--- config.mk ---
export PLATFORM = sky130hd
export DESIGN_NAME = sysop_unit
export DESIGN_NICKNAME = d
export VERILOG_FILES = /design/src/rtl/sysop_pkg.sv /design/src/rtl/sysop_ctrl.sv /design/src/rtl/sysop_dp.sv /design/src/rtl/sysop_unit.sv
export SDC_FILE = /design/constraint.sdc
export NUM_CORES = 1
export LEC_CHECK = 0
export BUFFER_PORTS_ARGS = -buffer_cell sky130_fd_sc_hd__buf_2
export CAP_MARGIN = 15
export CORE_UTILIZATION = 35
export CTS_CLUSTER_DIAMETER = 50
export DETAILED_ROUTE_END_ITERATION = 10
export GPL_ROUTABILITY_DRIVEN = 0
export PLACE_DENSITY_LB_ADDON = 0.25
export SYNTH_ARGS = -nofsm -noshare
export SYNTH_HDL_FRONTEND = slang
export SYNTH_HIERARCHICAL = 1
export SYNTH_SLANG_ARGS = --single-unit
--- constraint.sdc ---
create_clock -name clk -period 2.4 [get_ports clk]
set_input_delay 0.72 -clock clk [delete_from_list [all_inputs] [get_ports clk]]
set_output_delay 0.72 -clock clk [all_outputs]
set_load 0.03 [all_outputs]
--- src/rtl/sysop_pkg.sv ---
package sysop_pkg;
  localparam int INST_W = 32;
  localparam int FN_W = 6;
  localparam logic [6:0] GRP_MAJOR = 7'b0100001;
  localparam logic [FN_W-1:0] FN_TLB_WIDX = 6'h02;
  localparam logic [FN_W-1:0] FN_TLB_WRND = 6'h06;
  localparam logic [FN_W-1:0] FN_TLB_PRB  = 6'h08;
  localparam logic [FN_W-1:0] FN_ERET     = 6'h18;
  localparam logic [FN_W-1:0] FN_WAIT     = 6'h20;

  typedef struct packed {
    logic tlbWi;
    logic tlbWr;
    logic tlbP;
    logic eret;
    logic waitReq;
    logic illegal;
    logic unusable;
  } sysCmd_t;
endpackage

--- src/rtl/sysop_ctrl.sv ---
module sysop_ctrl
  import sysop_pkg::*;
(
  input  logic              instValid,
  input  logic [INST_W-1:0] instWord,
  input  logic              kernelMode,
  input  logic              inDelaySlot,
  output sysCmd_t           cmd
);
  logic grpHit;
  logic [FN_W-1:0] fn;

  assign fn = instWord[FN_W-1:0];
  assign grpHit = instValid && (instWord[INST_W-1:25] == GRP_MAJOR)
                  && (instWord[24:FN_W] == '0);

  always_comb begin
    cmd = '0;
    if (grpHit) begin
      if (!kernelMode) begin
        cmd.unusable = 1'b1;
      end else begin
        case (fn)
          FN_TLB_WIDX: cmd.tlbWi = 1'b1;
          FN_TLB_WRND: cmd.tlbWr = 1'b1;
          FN_TLB_PRB:  cmd.tlbP = 1'b1;
          FN_ERET:     cmd.eret = !inDelaySlot;
          FN_WAIT:     cmd.waitReq = 1'b1;
          default:     cmd.illegal = 1'b1;
        endcase
      end
    end
  end
endmodule

--- src/rtl/sysop_dp.sv ---
module sysop_dp
  import sysop_pkg::*;
#(
  parameter int PC_W = 32
) (
  input  logic            clk,
  input  logic            rstN,
  input  sysCmd_t         cmd,
  input  logic            statusErl,
  input  logic [PC_W-1:0] epc,
  input  logic [PC_W-1:0] errorEpc,
  input  logic            wake,
  output logic            tlbWriteIdx,
  output logic            tlbWriteRnd,
  output logic            tlbProbe,
  output logic            redirectValid,
  output logic [PC_W-1:0] redirectPc,
  output logic            clearErl,
  output logic            clearExl,
  output logic            clearLl,
  output logic            illegalOp,
  output logic            copUnusable,
  output logic            waiting
);
  always_ff @(posedge clk) begin
    if (!rstN) begin
      tlbWriteIdx   <= 1'b0;
      tlbWriteRnd   <= 1'b0;
      tlbProbe      <= 1'b0;
      redirectValid <= 1'b0;
      redirectPc    <= '0;
      clearErl      <= 1'b0;
      clearExl      <= 1'b0;
      clearLl       <= 1'b0;
      illegalOp     <= 1'b0;
      copUnusable   <= 1'b0;
      waiting       <= 1'b0;
    end else begin
      tlbWriteIdx   <= cmd.tlbWi;
      tlbWriteRnd   <= cmd.tlbWr;
      tlbProbe      <= cmd.tlbP;
      redirectValid <= cmd.eret;
      clearErl      <= cmd.eret && statusErl;
      clearExl      <= cmd.eret && !statusErl;
      clearLl       <= cmd.eret;
      illegalOp     <= cmd.illegal;
      copUnusable   <= cmd.unusable;
      if (cmd.eret) redirectPc <= statusErl ? errorEpc : epc;
      if (wake) waiting <= 1'b0;
      else if (cmd.waitReq) waiting <= 1'b1;
    end
  end


  erl_exl_excl_chk: assert property (@(posedge clk) disable iff (!rstN)
    !(clearErl && clearExl));

  erl_target_chk: assert property (@(posedge clk) disable iff (!rstN)
    (redirectValid && clearErl) |-> redirectPc == $past(errorEpc));

  exl_target_chk: assert property (@(posedge clk) disable iff (!rstN)
    (redirectValid && clearExl) |-> redirectPc == $past(epc));

  wake_clear_chk: assert property (@(posedge clk) disable iff (!rstN)
    wake |=> !waiting);

  ll_with_ret_chk: assert property (@(posedge clk) disable iff (!rstN)
    redirectValid |-> clearLl);
endmodule

--- src/rtl/sysop_unit.sv ---
module sysop_unit
  import sysop_pkg::*;
#(
  parameter int PC_W = 32
) (
  input  logic              clk,
  input  logic              rstN,
  input  logic              instValid,
  input  logic [INST_W-1:0] instWord,
  input  logic              kernelMode,
  input  logic              inDelaySlot,
  input  logic              statusErl,
  input  logic [PC_W-1:0]   epc,
  input  logic [PC_W-1:0]   errorEpc,
  input  logic              wake,
  output logic              tlbWriteIdx,
  output logic              tlbWriteRnd,
  output logic              tlbProbe,
  output logic              redirectValid,
  output logic [PC_W-1:0]   redirectPc,
  output logic              clearErl,
  output logic              clearExl,
  output logic              clearLl,
  output logic              illegalOp,
  output logic              copUnusable,
  output logic              waiting
);
  sysCmd_t cmd;

  sysop_ctrl u_ctrl (
    .instValid(instValid), .instWord(instWord), .kernelMode(kernelMode),
    .inDelaySlot(inDelaySlot), .cmd(cmd)
  );

  sysop_dp #(.PC_W(PC_W)) u_dp (
    .clk(clk), .rstN(rstN), .cmd(cmd), .statusErl(statusErl), .epc(epc),
    .errorEpc(errorEpc), .wake(wake), .tlbWriteIdx(tlbWriteIdx),
    .tlbWriteRnd(tlbWriteRnd), .tlbProbe(tlbProbe),
    .redirectValid(redirectValid), .redirectPc(redirectPc),
    .clearErl(clearErl), .clearExl(clearExl), .clearLl(clearLl),
    .illegalOp(illegalOp), .copUnusable(copUnusable), .waiting(waiting)
  );


  one_pulse_chk: assert property (@(posedge clk) disable iff (!rstN)
    $onehot0({tlbWriteIdx, tlbWriteRnd, tlbProbe, redirectValid, illegalOp, copUnusable}));

  ret_not_slot_chk: assert property (@(posedge clk) disable iff (!rstN)
    redirectValid |-> $past(!inDelaySlot && kernelMode && instValid));

  unusable_user_chk: assert property (@(posedge clk) disable iff (!rstN)
    copUnusable |-> $past(!kernelMode && instValid));

  idle_quiet_chk: assert property (@(posedge clk) disable iff (!rstN)
    !instValid |=> !(tlbWriteIdx || tlbWriteRnd || tlbProbe || redirectValid || illegalOp || copUnusable));
endmodule

==> flow_summary.yaml <==
cts:
  ctsHtreeMaxLevel: 2
  cts.sinks: 41
  clk_pin_slew_ns: 0.07
  cts_tree: "built"
  numCtsBuffers: 5
  cts_root_buf: "clkbuf_8"
  cts_max_path_buffers: 2
  hold_buffers: 0
  clk_latency_ns: 0.28
yosys:
  ys_types: 29
  syn_inst: 190
  synth_warnings: 6
  synth.area.top_cells: "dfxtp_1 45%, mux2i_1 17%, a21oi_1 8.7%"
  yosysTopAreaCellShare_pct: 44.7
  synth_compound_area_share_pct: 17.4
  synth_edf_count: 0
  synth_seq_cells: 41
  synth-simple-area-share_pct: 12.3
  synth_top_family_by_area: "compound AO/OA/AOI/OAI gates"
  synth_top_area_cell: "dfxtp_1"
  synthFlopType: "dfxtp_1"
  ys_seq_area_share_pct: 44.7
  yosysMostFrequentCell: "dfxtp_1"
  synthesis.area_sq_mm: 0.00184
  muxShareOfSynthArea_pct: 17.4
  synth_xor_area_share_pct: 0
  synthArstFlopShare_pct: 0
  synthTopCellsByCount: "41 x dfxtp_1, 32 x a21oi_1, 32 x mux2i_1, 29 x o21ai_0"
  syn_avg_cell_area_sq_um: 9.67
  syn-num-nets: 293
  synthAdderAreaFrac_pct: 0
layout:
  final_util_pct: 56.4
  final_cells: 406
  diodes: 0
  drive_above_1_share_pct: 50.6
  n_fill_cell: 457
  nets: 438
  syn_to_final_growth_pct: 55.9
drt:
  wirelength_microns: 5010
  drc_errors: 0
  num_vias: 1866
  routedWlPerCell_microns: 12.3
  vias_per_cell: 4.60
  dr.first_iter.drc_count: 59
  antenna_left: 0
  dr.pass1.iters: 4
sta:
  slew_violations: 0
  hold_viol_final: 0
  max_freq_mhz: 422
  setup_viol: 0
  fin_crit_ns: 2.37
  rsz0062_at_grt: "true"
  fin_crit_sh_pct: 98.7
  hold_slack_ns: 0.491
  finalClockSkew_ns: 0
  worst_slew_pin_slew_ns: 0.548
  relSlewSlack_pct: 63.5
power:
  p_clk_share_pct: 40.3
  pwr-share-seq_pct: 48.4
  switchingPower_w: 0.000292
  p_int_w: 0.00111
  p_sw_share_pct: 20.8
  ir_drop_v: 0.000395
  p_per_area_mw_per_mm2: 491
  comb_power_share_pct: 11.4
  leakagePower_nw: 1.49
  p_total_w: 0.00141
global_routing:
  grt_max_degree: 41
  antenna_found_initial: 0
  track_usage_pct: 16.3
  grt_pass1_wl_microns: 6860
  grt_pass1_vias: 1599
  grt-ovfl-total: 0
floorplanning:
  rows: 26
  core-area_sq_mm: 0.00507
  die_h_microns: 74.4
  dieArea_sq_mm: 0.00554
  io_pins: 145
  die_width_microns: 74.4
  initial_core_util_pct: 36.2
critical_path:
  required_ns: 2.63
  critPathCaptureType: "flip-flop"
  start_kind: "input pin"
  path_max_fanout: 17
  worstSetupPathType: "in2reg"
  r2r_slack_ns: 1.74
  arrival_ns: 2.60
flow_run:
  cap_violations: 0
placement:
  dp_hpwl_microns: 3180
  dp_cells: 391
  numPortBuffers: 144
run_status:
  status: "complete, no violations"
worst_hold_path:
  hp-class: "reg2reg"
[through the flow]
stage               worst slack (ns)  area, sq um  TNS, ns
floorplan                    -0.0881         1840    -2.66
global placement              -0.282         2550    -8.63
global route                 -0.0751         2860    -1.69
CTS                           0.0180         2740        0
finish                        0.0305         2860        0
detailed placement            -0.322         2550    -9.69
[sequential cells by signal (all words and copies together), names as in the netlist]
name,flops
u_dp/redirectPc,32
u_dp/clearErl,1
u_dp/clearExl,1
u_dp/clearLl,1
u_dp/copUnusable,1
u_dp/illegalOp,1
u_dp/tlbProbe,1
u_dp/tlbWriteIdx,1
u_dp/tlbWriteRnd,1
u_dp/waiting,1
[per-layer routing]
metal | wire, microns | global-route usage [%]
met5 | 0 | 0
met4 | 48 | 7.34
met3 | 244 | 4.07
met2 | 2540 | 29.4
met1 | 2180 | 18.0
[final timing paths]
kind / to / start / cells after the start
setup / recovery: u_dp/clearErl / instWord[18] / 7
setup reg to reg: u_dp/redirectPc[11] / u_dp/redirectPc[11] / 2
hold / removal: u_dp/waiting / u_dp/waiting / 2
hold reg to reg: u_dp/waiting / u_dp/waiting / 2
[cells in the final DEF, fill, tap and decap left out, types with 5 or more instances in the layout]
| cell | synthesis | layout |
|---|---|---|
| dfxtp_1 | 41 | 41 |
| and2_1 | 6 | 5 |
| a21oi_1 | 32 | 32 |
| clkbuf_8 | 0 | 6 |
| buf_2 | 5 | 142 |
| nor2_1 | 6 | 6 |
| mux2i_1 | 32 | 32 |
| o21ai_0 | 29 | 28 |
[final cells by class]
class                   instances  area (sq um)  share of cell area, %
inverters                       1          3.75                  0.131
multi-input cells             131           908                   31.7
well taps                      70          87.6                   3.06
clock inverters                 2          37.5                   1.31
clock buffers                   6          82.6                   2.88
flip-flops and latches         41           821                   28.7
repair buffers                155           922                   32.2
[repair_timing]
action                                 in CTS  in global routing
endpoints found under the hold margin       0                  0
pin swaps                                   1                  2
resized for setup                           1                 11
setup endpoints to repair                   2                 34
setup buffers                               2                  1
gates cloned                                2                  3
[kinds of logic after synthesis]
family	Yosys count
compound gates	64
mux	32
buf+inv	18
simple gates	35
flops	41
[power groups by stage]
stage	Clock (W)	Combinational (W)	Sequential, W
2_1_floorplan	0	0.0000727	0.000696
3_3_place_gp	0	0.000151	0.000696
3_5_place_dp	0	0.000153	0.000696
4_1_cts	0.000584	0.000154	0.000679
5_1_grt	0.000612	0.000176	0.000679
6_report	0.000566	0.000160	0.000680
[worst max-delay path, stage by stage]
cell,delay (ns)
buf_2,0.10
or4b_1,0.51
or3_4,0.36
nor4b_4,0.27
buf_6,0.19
bufbuf_16,0.30
and3_1,0.15
Power figures use the tool's default switching activity.
